$ cat src/rtl/snoop_regs_pkg.sv
package snoop_regs_pkg;

  localparam int unsigned DW = 32;

  // Byte offsets decoded by the block; the address map is behaviour.
  localparam int unsigned OFS_CTRL  = 'h00;
  localparam int unsigned OFS_CFG   = 'h04;
  localparam int unsigned OFS_STAT  = 'h08;
  localparam int unsigned OFS_INVAL = 'h0C;

  // One-hot view of the decoded location.
  typedef struct packed {
    logic ctrl;
    logic cfg;
    logic stat;
    logic inval;
  } reg_hit_t;

  // Configuration word: presence mask from bit 4 up, count minus one below.
  function automatic logic [DW-1:0] cfg_word(input int unsigned ncores);
    logic [DW-1:0] w;
    w = '0;
    for (int unsigned i = 0; i < ncores; i++) begin
      w[4+i] = 1'b1;
    end
    w[3:0] = 4'(ncores - 1);
    return w;
  endfunction

  // A read is legal at any of the four mapped locations.
  function automatic logic read_legal(input reg_hit_t h);
    return h.ctrl | h.cfg | h.stat | h.inval;
  endfunction

  // A write is legal only where something can be written or accepted.
  function automatic logic write_legal(input reg_hit_t h);
    return h.ctrl | h.inval;
  endfunction

endpackage

$ cat src/rtl/snoop_addr_decode.sv
module snoop_addr_decode
  import snoop_regs_pkg::*;
#(
  parameter int unsigned AW = 8
) (
  input  logic [AW-1:0] addr,
  output reg_hit_t      hit
);

  localparam logic [AW-1:0] A_CTRL  = AW'(OFS_CTRL);
  localparam logic [AW-1:0] A_CFG   = AW'(OFS_CFG);
  localparam logic [AW-1:0] A_STAT  = AW'(OFS_STAT);
  localparam logic [AW-1:0] A_INVAL = AW'(OFS_INVAL);

  // Full compare: misaligned offsets match nothing.
  always_comb begin
    hit.ctrl  = (addr == A_CTRL);
    hit.cfg   = (addr == A_CFG);
    hit.stat  = (addr == A_STAT);
    hit.inval = (addr == A_INVAL);
  end

endmodule

$ cat src/rtl/snoop_ctrl_bit.sv
module snoop_ctrl_bit (
  input  logic clk,
  input  logic rst_n,
  input  logic we,
  input  logic d,
  output logic q
);

  always_ff @(posedge clk) begin
    if (!rst_n) begin
      q <= 1'b0;
    end else if (we) begin
      q <= d;
    end
  end

endmodule

$ cat src/rtl/snoop_read_path.sv
module snoop_read_path
  import snoop_regs_pkg::*;
#(
  parameter int unsigned CORES = 1
) (
  input  logic          clk,
  input  logic          rst_n,
  input  logic          rd,
  input  logic          rd_bad,
  input  logic          wr_bad,
  input  reg_hit_t      hit,
  input  logic          ctrl_q,
  output logic [DW-1:0] rdata,
  output logic          err
);

  localparam logic [DW-1:0] CFG_VALUE = cfg_word(CORES);

  logic [DW-1:0] rdata_d;

  // Status and invalidate locations fall through to zero.
  always_comb begin
    rdata_d = '0;
    if (rd) begin
      if (hit.ctrl) rdata_d = {{(DW-1){1'b0}}, ctrl_q};
      if (hit.cfg)  rdata_d = CFG_VALUE;
    end
  end

  always_ff @(posedge clk) begin
    if (!rst_n) begin
      rdata <= '0;
      err   <= 1'b0;
    end else begin
      rdata <= rdata_d;
      err   <= rd_bad | wr_bad;
    end
  end

endmodule

$ cat src/rtl/snoop_ctl_regs.sv
module snoop_ctl_regs
  import snoop_regs_pkg::*;
#(
  parameter int unsigned CORES = 4,
  parameter int unsigned AW    = 8
) (
  input  logic          clk,
  input  logic          rst_n,
  input  logic [AW-1:0] bus_addr,
  input  logic          bus_rd,
  input  logic          bus_wr,
  input  logic [31:0]   bus_wdata,
  output logic [31:0]   bus_rdata,
  output logic          bus_err,
  output logic          snoop_en
);

  generate
    if (CORES < 1 || CORES > 4) begin : g_bad_cores
      $error("snoop_ctl_regs: CORES must be 1..4");
    end
    if (AW < 4) begin : g_bad_aw
      $error("snoop_ctl_regs: AW must be at least 4");
    end
  endgenerate

  reg_hit_t hit;
  logic     ctrl_we;
  logic     rd_bad;
  logic     wr_bad;
  logic     unused_wdata;

  snoop_addr_decode #(.AW(AW)) u_dec (
    .addr (bus_addr),
    .hit  (hit)
  );

  // Named events for the checker.
  assign ctrl_we = bus_wr & hit.ctrl;
  assign rd_bad  = bus_rd & ~read_legal(hit);
  assign wr_bad  = bus_wr & ~write_legal(hit);

  // Only bit 0 of write data is kept.
  assign unused_wdata = ^bus_wdata[31:1];

  snoop_ctrl_bit u_ctrl (
    .clk   (clk),
    .rst_n (rst_n),
    .we    (ctrl_we),
    .d     (bus_wdata[0]),
    .q     (snoop_en)
  );

  snoop_read_path #(.CORES(CORES)) u_rd (
    .clk    (clk),
    .rst_n  (rst_n),
    .rd     (bus_rd),
    .rd_bad (rd_bad),
    .wr_bad (wr_bad),
    .hit    (hit),
    .ctrl_q (snoop_en),
    .rdata  (bus_rdata),
    .err    (bus_err)
  );

endmodule

$ cat config.mk
export PLATFORM = sky130hd
export DESIGN_NAME = snoop_ctl_regs
export DESIGN_NICKNAME = d
export VERILOG_FILES = /design/src/rtl/snoop_regs_pkg.sv /design/src/rtl/snoop_addr_decode.sv /design/src/rtl/snoop_ctrl_bit.sv /design/src/rtl/snoop_read_path.sv /design/src/rtl/snoop_ctl_regs.sv
export SDC_FILE = /design/constraint.sdc
export NUM_CORES = 1
export LEC_CHECK = 0
export BUFFER_PORTS_ARGS = -buffer_cell sky130_fd_sc_hd__buf_2
export CAP_MARGIN = 0
export CORE_UTILIZATION = 22
export DETAILED_ROUTE_END_ITERATION = 10
export PLACE_DENSITY = 0.72
export SETUP_SLACK_MARGIN = 0.2
export SLEW_MARGIN = 20
export SYNTH_ARGS = -nofsm -noshare
export SYNTH_HDL_FRONTEND = slang
export SYNTH_SLANG_ARGS = --single-unit
$ cat constraint.sdc
create_clock -name clk -period 0.8 [get_ports clk]
set_input_delay 0.04 -clock clk [delete_from_list [all_inputs] [get_ports clk]]
set_output_delay 0.04 -clock clk [all_outputs]
set_load 0.01 [all_outputs]
* After elaboration in Yosys (flattened, before gate mapping) *
Index checks and enable logic that the tools add are counted.

word-level totals
  word-level logic and storage cells = 24
  bits in registers = 34

cells by class
  reduce and logical (&&, ||, !) cells = 3
  equality and inequality tests = 3
  bitwise logic cells = 12
  mux-type cells = 2

operator list
  kind                  number
  $eq A8 B4 Y1 const B  2
  $eq A8 B3 Y1 const B  1
  $logic_not A8 Y1      1
  $mux W8               1
  $or A1 B1 Y1          5
  $not A1 Y1            4
  $and A1 B1 Y1         3
  $reduce_or A3 Y1      1
  $reduce_and A2 Y1     1
  $mux W1               1

* Depth between registers and ports, before layout *
Gate-level depths: netlist (run 1).

  depth in word-level cells = 7
  depth in mapped cells = 3
  mapped depth without buffers = 3

* Modules after synthesis *
From an unflattened synthesis (run 1), not the netlist that was laid out.

unflattened totals
  cells, all modules = 55
  area total of the unflattened synthesis = 436.7 um2

by module, submodules not included
  module             area an instance (um2)  times used  cells an instance
  snoop_read_path    315.3                   1           39
  snoop_addr_decode  57.6                    1           9
  snoop_ctrl_bit     36.3                    1           3
  snoop_ctl_regs     27.5                    1           4

* Worst setup path before layout (run 1) *
OpenSTA, ideal clock, no wires.

  path type = input port to flip-flop
  start point = input bus_addr[7]
  end point = register u_rd.rdata[0]
  path slack = 19 ps
  cell stages on the path = 3
  buffers on the path = 0
  required time = 712 ps
  arrival time = 693 ps
  path through = nor4_2 nand2_1 nor4_2

on the way
  word-level cells in the longest chain between the ends = 3
  elaborated cells between the ends (all ways) = 4

RTL lines
  item                    line                     source
  start: declaration      snoop_ctl_regs.sv:9      input logic [AW-1:0] bus_addr,
  $logic_not A8 Y1        snoop_addr_decode.sv:17  hit.ctrl = (addr == A_CTRL);
  $mux W1                 snoop_read_path.sv:25    if (hit.ctrl) rdata_d = {{(DW-1){1'b0}}, ctrl_q};
  $mux W8 *               snoop_read_path.sv:26    if (hit.cfg) rdata_d = CFG_VALUE;
  end signal: assignment  snoop_read_path.sv:35    rdata <= rdata_d;
  end: declaration        snoop_read_path.sv:13    output logic [DW-1:0] rdata,

Mark *: on every way between the ends. The rest lies on a longest branch, timed or not.
A chain may end at the register's enable or synchronous reset.

==> results of run 1 <==
flip-flops by register name (all words and copies together) (netlist names):
signal and flops:
u_rd.err 1, u_ctrl.q 1, u_rd.rdata 2
stage by stage:
step / util / hold slack (ns) / instance area, µm²
detailed placement: 0.244 / 0.283 / 425
CTS: 0.269 / 0.0300 / 469
finish: 0.293 / 0.0405 / 512
global route: 0.293 / 0.0447 / 512
global placement: 0.244 / 0.271 / 425
floorplan: - / 0.111 / 519
power by group:
group | switching, mW | total, mW | leakage (nW) | internal [mW]
registers | 0.00111 | 0.202 | 0.0339 | 0.201
clock network | 0.0803 | 0.248 | 0.0138 | 0.168
logic | 0.0947 | 0.137 | 0.229 | 0.0424
total | 0.176 | 0.587 | 0.277 | 0.411
repair_timing:
item / 4_1_cts / 5_1_grt
gates resized for setup: 5 / 8
pin swaps: 1 / 0
endpoints found under the setup margin: 12 / 12
worst reg2reg max path, delay by kind of cell, from the launching register on:
family | cells | cell delay [ns]
DFF | 1 | 0.33
and+or+nand+nor | 2 | 0.18
cell type report:
type	count	area, µm²	share of cell area
multi-input cells	41	215	0.421
repair buffers	20	150	0.293
flip-flops and latches	4	85.1	0.166
well taps	25	31.3	0.0611
clock buffers	3	22.5	0.0440
inverters	2	7.51	0.0147
cells in the final DEF (no fill, tap or decap), drive strengths merged:
cell type,instances
clkbuf,3
dfxtp,4
mux2i,1
nor2,3
nor4,3
o211a,1
o211ai,1
nand2,4
inv,2
conb,26
nand4,1
buf,20
xnor2,1
how the worst min path moves through the flow:
stage                      from       endpoint  slack, ns  depth (start not counted)
finish              bus_addr[3]  u_rd.rdata[6]       0.04                          2
global route        bus_addr[3]  u_rd.rdata[6]       0.04                          2
CTS                 bus_addr[3]  u_rd.rdata[0]       0.03                          2
detailed placement  bus_addr[3]  u_rd.rdata[0]       0.28                          2
global placement    bus_addr[3]  u_rd.rdata[0]       0.27                          2
floorplan           bus_addr[3]  u_rd.rdata[0]       0.11                          1
cells by family after synthesis:
group,synth area share
buf+inv,0.559
simple gates,0.153
flops,0.192
compound gates,0.0420
xor+xnor,0.0210
mux,0.0240
other cells,0.00900
metal layers:
metal,wire (µm),global-route usage,share of wire,vias to the layer above
met4,0,0.0364,0,0
li1,-,-,-,146
met2,268,0.0857,0.42,35
met5,0,0,0,-
met1,248,0.0738,0.39,127
met3,115,0.0476,0.18,0
==> metrics.csv, run 1 <==
stage,metric,value,unit
worst_setup_path,reg-to-reg startpoint,u_ctrl.q,
clock_network,Sink Count,4,
yosys,portion of synthesized cell area occupied by the leading cell type,0.541,
clock_network,# H-tree levels,1,
floorplan,Floorplan Core Area,1750,µm²
grt,number of antenna violations at the first check in global routing,0,
route,count of TritonRoute iterations in the first routing pass,4,
yosys,leading cell types by count after synthesis,"buf_4 (30), dfxtp_1 (4), nand2_1 (4)",
clock_network,Worst-Skew Late Latency,0.23,ns
clock_network,number of buffers added by the clock tree synthesis step,3,
finish,count of filler cells inserted in the layout,211,
yosys,largest cells by area after synthesis,"buf_4 (54%), dfxtp_1 (19%), nor4_2 (6.0%)",
route,WL/cell,6.65,µm
pwr,post-layout total power,0.587,mW
pwr,largest vdd supply drop,0.460,mV
worst_setup_path,critical path capture point,bus_rdata[7],
floorplan,effective utilization at floorplan,0.239,
placed_design,Post-DP HPWL,551,µm
yosys,combined area of all synthesized cells,417,µm²
floorplan,std cell rows,15,
worst_setup_path,slowest cell delay on critical path,0.37,ns
sta,number of setup violations in the final report,0,
yosys,synth warn,0,
worst_hold_path,type of the tightest min-delay check,in2reg,
yosys,cell count after synthesis,52,
route,number of routed nets with antenna violations,0,
route,via-per-instance ratio,3.24,
worst_setup_path,largest fanout on the critical path,5,
worst_setup_path,chain of cells forming the critical path,buf_6,
route,number of DRC violations after detailed routing,0,
worst_setup_path,register-to-register path setup slack,0.19,ns
yosys,number of register bits inferred by synthesis,4,
floorplan,count of pins on the block boundary,78,
worst_setup_path,cell family contributing the most delay on the critical path,flip-flops,
sta,"crit path setup slack, layout",0.0469,ns
worst_setup_path,Reg-to-Reg End,u_rd.rdata[0],
pwr,static leakage,0.277,nW
finish,post-layout net count,116,
finish,final cell count without fillers,95,
route,count of vias placed by the detailed router,308,
yosys,number of flops mapped to enable cells by yosys,0,
sta,FMAX,1330,MHz
worst_setup_path,data arrival time of the worst path,0.71,ns
worst_setup_path,category of the most critical setup path,reg2out,
worst_setup_path,cell with the largest stage delay on the worst path,dfxtp_4,
clock_network,TritonCTS clock tree,built,
worst_setup_path,category of the worst setup path launch point,register,
worst_setup_path,CP required,0.76,ns
floorplan,width of the die,45.5,µm
yosys,share of synthesized area occupied by flip-flops and latches,0.192,
placed_design,final estimated routing congestion in global placement,0.708,
placed_design,number of input and output port buffers inserted,20,
floorplan,area of the die,2070,µm²
sta,endpoints failing hold,0,
sta,RSZ-0062 raised after global routing,true,
sta,skew final,0.0000237,ns
yosys,Post-Syn Area per Cell,8.01,µm²
clock_network,clock transition at the registers of the reported paths,0.04,ns
flow_run,# Max-Cap Violations,0,
sta,fin. max-slew vios,0,
placed_design,placed instance count,92,
finish,# diodes,0,
route,iteration-0 DRC count of the detailed router,12,
clock_network,postcts setup bufs,0,
status,result of the run,"finished, final reports clean",
pwr,power per standard cell area,1150,nW/µm²
yosys,async set-or-reset flop fraction in the synthesized netlist,0,
route,total detailed-routing wirelength,632,µm
yosys,cell type with the highest aggregate area in the netlist,buf_4,
worst_setup_path,critical path depth in cells,1,
worst_setup_path,worst setup path startpoint,u_rd.rdata[6],
grt,GRT Resource Usage Total,0.0646,
yosys,post-synthesis cell type count,13,
grt,first-pass GRT wire length,890,µm
sta,shortest clock period the worst path allows after layout,0.753,ns
sta,setup tns final,0,ns
worst_setup_path,worst path buffer plus inverter count,1,
yosys,most instantiated library cell after synthesis,buf_4,
finish,share of cells above drive strength 1,0.414,
clock_network,buffer levels on the longest clock path,2,
worst_setup_path,count of cells along the worst register-to-register path,2,
placed_design,dpl ws,-0.144,ns
finish,Layout area overhead,22.8,%
grt,maximum number of pins on one net before global-route repair,6,
sta,final period utilization,0.941,
worst_setup_path,Worst setup EP type,output port,
floorplan,floorplan die height,45.5,µm
grt,via count of the first global-routing pass,218,
yosys,ys flop type,dfxtp_1,
clock_network,library cell used as clock root buffer,clkbuf_4,
grt,overflow left after global routing,0,
clock_network,Post-CTS Hold Buffers,0,
(Power assumes the default switching activity.)
==> inputs of run 2 (changes only) <==
Settings changed: RECOVER_POWER set to 50, SETUP_SLACK_MARGIN 0.2 to unset.
==> run 2 against run 1 <==
Wire length rose by 7.9%. Critical path depth is the same. Via count unchanged. Flip-flop and latch count unchanged. Clock-buffer cell count unchanged. First-iteration DRC count shrank 100%. Utilization fell by 3.8 points. Maximum frequency increased by 1.3%. Clock power is essentially flat. Non-clock buffer count unchanged. Cell area down 13%. Critical endpoint is now bus_rdata[1]. Largest cell class unchanged. Highest routed layer unchanged.
==> metrics.csv, run 2 (synthesis gave the netlist of run 1 again) <==
stage,metric,value,unit,change
worst_setup_path,category of the worst setup path launch point,register,,unchanged
floorplan,count of pins on the block boundary,78,,unchanged
placed_design,final estimated routing congestion in global placement,0.749,,was 0.708
placed_design,number of input and output port buffers inserted,20,,unchanged
grt,first-pass GRT wire length,966,µm,was 890 µm
clock_network,clock transition at the registers of the reported paths,0.04,ns,about the same
finish,top flop regs,"u_rd.rdata x2, u_ctrl.q x1, u_rd.err x1",,unchanged
status,result of the run,"finished, final reports clean",,unchanged
placed_design,placed instance count,92,,unchanged
worst_setup_path,chain of cells forming the critical path,buf_2,,was buf_6
clock_network,Worst-Skew Late Latency,0.23,ns,about the same
worst_hold_path,type of the tightest min-delay check,in2reg,,unchanged
clock_network,number of buffers added by the clock tree synthesis step,3,,unchanged
worst_setup_path,Worst setup EP type,output port,,unchanged
finish,top register by number of flip-flops,u_rd.rdata,,unchanged
floorplan,Floorplan Core Area,1750,µm²,unchanged
finish,# diodes,0,,unchanged
route,number of routed nets with antenna violations,0,,unchanged
finish,"top library cells by usage in the layout, fill and taps aside","conb_1 (26), buf_2 (18), nand2_1 (4)",,"was conb_1 (26), buf_2 (12), buf_6 (8)"
clock_network,library cell used as clock root buffer,clkbuf_4,,unchanged
flow_run,# Max-Cap Violations,0,,unchanged
route,count of vias placed by the detailed router,308,,unchanged
finish,flip-flop count of the largest register after layout,2,,unchanged
floorplan,effective utilization at floorplan,0.239,,unchanged
grt,overflow left after global routing,0,,unchanged
route,total detailed-routing wirelength,682,µm,was 632 µm
route,WL/cell,7.18,µm,was 6.65 µm
grt,via count of the first global-routing pass,253,,was 218
route,iteration-0 DRC count of the detailed router,0,,was 12
sta,shortest clock period the worst path allows after layout,0.743,ns,was 0.753 ns
floorplan,std cell rows,15,,unchanged
pwr,static leakage,0.260,nW,was 0.277 nW
placed_design,Post-DP HPWL,566,µm,was 551 µm
sta,setup tns final,0,ns,unchanged
sta,fin. max-slew vios,0,,unchanged
pwr,largest vdd supply drop,0.509,mV,was 0.460 mV
finish,"commonest non-fill, non-tap cell in the layout",conb_1,,unchanged
worst_setup_path,cell with the largest stage delay on the worst path,dfxtp_2,,was dfxtp_4
finish,final cell count without fillers,95,,unchanged
worst_setup_path,data arrival time of the worst path,0.70,ns,was 0.71 ns
worst_setup_path,slowest cell delay on critical path,0.34,ns,was 0.37 ns
floorplan,width of the die,45.5,µm,unchanged
route,number of DRC violations after detailed routing,0,,unchanged
sta,FMAX,1350,MHz,was 1330 MHz
finish,count of filler cells inserted in the layout,208,,was 211
route,via-per-instance ratio,3.24,,unchanged
worst_setup_path,category of the most critical setup path,reg2out,,unchanged
clock_network,buffer levels on the longest clock path,2,,unchanged
clock_network,Post-CTS Hold Buffers,0,,unchanged
finish,share of cells above drive strength 1,0.371,,was 0.414
clock_network,TritonCTS clock tree,built,,unchanged
clock_network,postcts setup bufs,0,,unchanged
worst_setup_path,largest fanout on the critical path,5,,unchanged
sta,endpoints failing hold,0,,unchanged
pwr,power per standard cell area,1290,nW/µm²,was 1150 nW/µm²
grt,GRT Resource Usage Total,0.0721,,was 0.0646
sta,number of setup violations in the final report,0,,unchanged
clock_network,Sink Count,4,,unchanged
floorplan,area of the die,2070,µm²,unchanged
worst_setup_path,worst path buffer plus inverter count,1,,unchanged
sta,final period utilization,0.929,,was 0.941
clock_network,# H-tree levels,1,,unchanged
grt,number of antenna violations at the first check in global routing,0,,unchanged
sta,skew final,0.00102,ns,was 0.0000237 ns
finish,Layout area overhead,6.91,%,was 22.8%
worst_setup_path,CP required,0.76,ns,about the same
grt,maximum number of pins on one net before global-route repair,6,,unchanged
worst_setup_path,cell family contributing the most delay on the critical path,flip-flops,,unchanged
route,count of TritonRoute iterations in the first routing pass,1,,was 4
finish,post-layout net count,116,,unchanged
floorplan,floorplan die height,45.5,µm,unchanged
[run 2: through the flow]
stage | hold slack [ns] | power (mW) | setup WS, ns | area, µm² | utilization
floorplan | 0.111 | 0.378 | 0.0192 | 510 | -
global route | 0.0425 | 0.632 | -0.0175 | 445 | 0.255
detailed placement | 0.279 | 0.329 | -0.154 | 417 | 0.239
CTS | 0.0314 | 0.589 | 0.0126 | 440 | 0.252
finish | 0.0452 | 0.575 | 0.0569 | 445 | 0.255
global placement | 0.269 | 0.327 | -0.121 | 417 | 0.239
[run 2: layer usage]
layer,vias up,wire (µm),global-route usage
met2,32,293,0.100
li1,147,-,-
met3,0,139,0.0397
met1,129,250,0.0740
met4,0,0,0.0727
met5,-,0,0
[run 2: layout make-up]
cell class / count / area (µm²) / area share
Sequential cell: 4 / 82.6 / 0.185
Tap cell: 25 / 31.3 / 0.0702
Multi-Input combinational cell: 41 / 204 / 0.458
Inverter: 2 / 7.51 / 0.0169
Timing Repair Buffer: 20 / 97.6 / 0.219
Clock buffer: 3 / 22.5 / 0.0506
[run 2: path summary, 6_finish.rpt]
kind	from	to	slack, ns	cells after the start
setup / recovery	u_rd.rdata[6]	bus_rdata[1]	0.06	1
hold / removal	bus_addr[3]	u_rd.rdata[6]	0.05	2
setup reg to reg	u_ctrl.q	u_rd.rdata[0]	0.20	2
hold reg to reg	u_ctrl.q	u_ctrl.q	0.48	2
[run 2: where the power goes]
part	internal (mW)	switching (mW)
Clock	0.168	0.0779
Combinational	0.0336	0.0911
Sequential	0.204	0.00102
[run 2: what timing repair did]
action / CTS / global route
gates resized for setup: 1 / 2
endpoints found under the setup margin: 5 / 2
endpoints found under the hold margin: 0 / 0
[run 2: worst reg2reg max path, delay by kind of cell (launching register included)]
| family | cells | cell delay, ns |
|---|---|---|
| flops | 1 | 0.32 |
| simple gates | 2 | 0.17 |
==> inputs of run 3 (changes only) <==
Settings changed: RECOVER_POWER 50 to unset, SETUP_SLACK_MARGIN set to 0.1.
==> run 3 against run 2 <==
Sequential share of layout area down 1.7 points. Setup slack improved by 0.0056 ns. Wire length grew 2.1%. Global-route usage rose by 0.73 points. First-iteration DRC count is 1 higher. Clock power is essentially flat. Register-to-register slack got worse by 0.10 ns.
==> metrics.csv, run 3 (synthesis gave the netlist of run 1 again) <==
stage,metric,value,unit,change
worst_setup_path,slowest cell delay on critical path,0.33,ns,was 0.34 ns
finish,"commonest non-fill, non-tap cell in the layout",conb_1,,unchanged
clock_network,# H-tree levels,1,,unchanged
route,iteration-0 DRC count of the detailed router,1,,was 0
clock_network,Worst-Skew Late Latency,0.23,ns,about the same
finish,top register by number of flip-flops,u_rd.rdata,,unchanged
clock_network,TritonCTS clock tree,built,,unchanged
floorplan,Floorplan Core Area,1750,µm²,unchanged
route,count of vias placed by the detailed router,308,,unchanged
sta,shortest clock period the worst path allows after layout,0.738,ns,was 0.743 ns
worst_setup_path,largest fanout on the critical path,5,,unchanged
finish,final core utilization,0.285,,was 0.255
grt,GRT Resource Usage Total,0.0794,,was 0.0721
clock_network,library cell used as clock root buffer,clkbuf_4,,unchanged
pwr,largest vdd supply drop,0.625,mV,was 0.509 mV
grt,maximum number of pins on one net before global-route repair,6,,unchanged
worst_setup_path,worst path buffer plus inverter count,1,,unchanged
route,total detailed-routing wirelength,696,µm,was 682 µm
grt,overflow left after global routing,0,,unchanged
clock_network,Sink Count,4,,unchanged
sta,RSZ-0062 raised after global routing,true,,
worst_setup_path,cell family contributing the most delay on the critical path,flip-flops,,unchanged
placed_design,dpl cell area,425,µm²,was 417 µm²
pwr,static leakage,0.280,nW,was 0.260 nW
sta,skew final,0.00324,ns,was 0.00102 ns
finish,"final std cell area, no fill",497,µm²,was 445 µm²
finish,"top library cells by usage in the layout, fill and taps aside","conb_1 (26), buf_2 (16), buf_6 (4)",,"was conb_1 (26), buf_2 (18), nand2_1 (4)"
route,number of routed nets with antenna violations,0,,unchanged
floorplan,std cell rows,15,,unchanged
route,number of DRC violations after detailed routing,0,,unchanged
worst_hold_path,type of the tightest min-delay check,in2reg,,unchanged
worst_hold_path,instance count along the most critical hold path,3,,was 2
worst_setup_path,CP required,0.76,ns,about the same
worst_hold_path,launch instance of the worst min-delay path,bus_wdata[0],,was bus_addr[3]
finish,flip-flop count of the largest register after layout,2,,unchanged
placed_design,Post-DP HPWL,562,µm,was 566 µm
worst_setup_path,cell with the largest stage delay on the worst path,dfxtp_2,,unchanged
floorplan,area of the die,2070,µm²,unchanged
sta,FMAX,1360,MHz,was 1350 MHz
worst_hold_path,capture endpoint of the worst hold path,u_ctrl.q,,was u_rd.rdata[6]
route,count of TritonRoute iterations in the first routing pass,2,,was 1
worst_setup_path,chain of cells forming the critical path,buf_2,,unchanged
floorplan,width of the die,45.5,µm,unchanged
worst_setup_path,Reg-to-Reg End,u_rd.rdata[0],,unchanged
floorplan,floorplan die height,45.5,µm,unchanged
grt,via count of the first global-routing pass,250,,was 253
clock_network,clock transition at the registers of the reported paths,0.04,ns,about the same
worst_setup_path,reg-to-reg startpoint,u_ctrl.q,,unchanged
clock_network,number of buffers added by the clock tree synthesis step,3,,unchanged
flow_run,# Max-Cap Violations,0,,unchanged
worst_setup_path,category of the worst setup path launch point,register,,unchanged
grt,number of antenna violations at the first check in global routing,0,,unchanged
sta,endpoints failing hold,0,,unchanged
placed_design,number of input and output port buffers inserted,20,,unchanged
finish,top flop regs,"u_rd.rdata x2, u_ctrl.q x1, u_rd.err x1",,unchanged
worst_setup_path,count of cells along the worst register-to-register path,2,,unchanged
worst_setup_path,register-to-register path setup slack,0.10,ns,was 0.20 ns
sta,fin. max-slew vios,0,,unchanged
worst_setup_path,category of the most critical setup path,reg2out,,unchanged
finish,post-layout net count,116,,unchanged
sta,Hold Worst Slack,0.0406,ns,was 0.0452 ns
sta,final period utilization,0.922,,was 0.929
status,result of the run,"finished, final reports clean",,unchanged
grt,first-pass GRT wire length,1040,µm,was 966 µm
worst_setup_path,data arrival time of the worst path,0.70,ns,about the same
route,WL/cell,7.33,µm,was 7.18 µm
floorplan,count of pins on the block boundary,78,,unchanged
pwr,power per standard cell area,1200,nW/µm²,was 1290 nW/µm²
clock_network,buffer levels on the longest clock path,2,,unchanged
finish,count of filler cells inserted in the layout,212,,was 208
clock_network,Post-CTS Hold Buffers,0,,unchanged
finish,share of cells above drive strength 1,0.443,,was 0.371
finish,# diodes,0,,unchanged
floorplan,effective utilization at floorplan,0.239,,unchanged
sta,number of setup violations in the final report,0,,unchanged
route,via-per-instance ratio,3.24,,unchanged
finish,Layout area overhead,19.2,%,was 6.91%
worst_setup_path,Worst setup EP type,output port,,unchanged
placed_design,final estimated routing congestion in global placement,0.694,,was 0.749
clock_network,postcts setup bufs,0,,unchanged
## run 3: changes by cell type in the layout (fill, tap and decap cells not counted)
cell	delta
buf_2	-2
buf_6	+4
clkbuf_1	-2
dfxtp_1	-1
dfxtp_2	+1
nand2_1	-1
nand2_2	+1
nor2_1	-1
nor2_2	+1
nor4_2	-2
nor4_4	+2
## run 3: cell type report
type	count	area [µm²]	share of cell area
Multi-Input combinational cell	41	226	0.456
Sequential cell	4	83.8	0.169
Inverter	2	7.51	0.0151
Timing Repair Buffer	20	125	0.252
Clock buffer	3	22.5	0.0453
Tap cell	25	31.3	0.0630
## run 3: per-stage QoR
stage	worst slack (ns)	setup TNS [ns]	total power, mW	cells
2_1_floorplan	0.0642	0	0.379	77
3_3_place_gp	-0.0766	-0.267	0.332	92
3_5_place_dp	-0.173	-0.446	0.333	92
4_1_cts	0.0471	0	0.588	95
5_1_grt	0.0110	0	0.653	95
6_report	0.0625	0	0.597	95
## run 3: where the power goes
part	switching, mW	internal [mW]
Sequential	0.00206	0.205
Clock	0.0777	0.167
Combinational	0.0982	0.0469
Total	0.178	0.419
## run 3: worst max path at each step
stage	startpoint	to	slack [ns]	cells after the start
global placement	bus_addr[7]	u_rd.rdata[0]	-0.08	4
floorplan	bus_addr[7]	u_rd.rdata[0]	0.06	3
global route	u_rd.rdata[6]	bus_rdata[7]	0.01	1
CTS	u_rd.rdata[6]	bus_rdata[6]	0.05	1
finish	u_rd.rdata[6]	bus_rdata[6]	0.06	1
detailed placement	bus_addr[7]	u_rd.rdata[6]	-0.17	4
## run 3: what timing repair did
action                     in CTS  in global routing
cloned                          0                  0
pin swaps                       0                  6
resized for setup               4                  7
setup endpoints to repair       9                 11
## run 3: worst min-delay path: cells and delay by family
family | cells | cell delay [ns]
multiplexers | 1 | 0.05
buffers and inverters | 1 | 0.09
AND/OR/NAND/NOR | 1 | 0.04
## run 3: layer usage
metal	global-route usage	wire (µm)	up-vias
met3	0.0635	122	2
met5	0	0	-
met1	0.0833	254	129
li1	-	-	146
met4	0.0545	6	0
met2	0.106	312	31
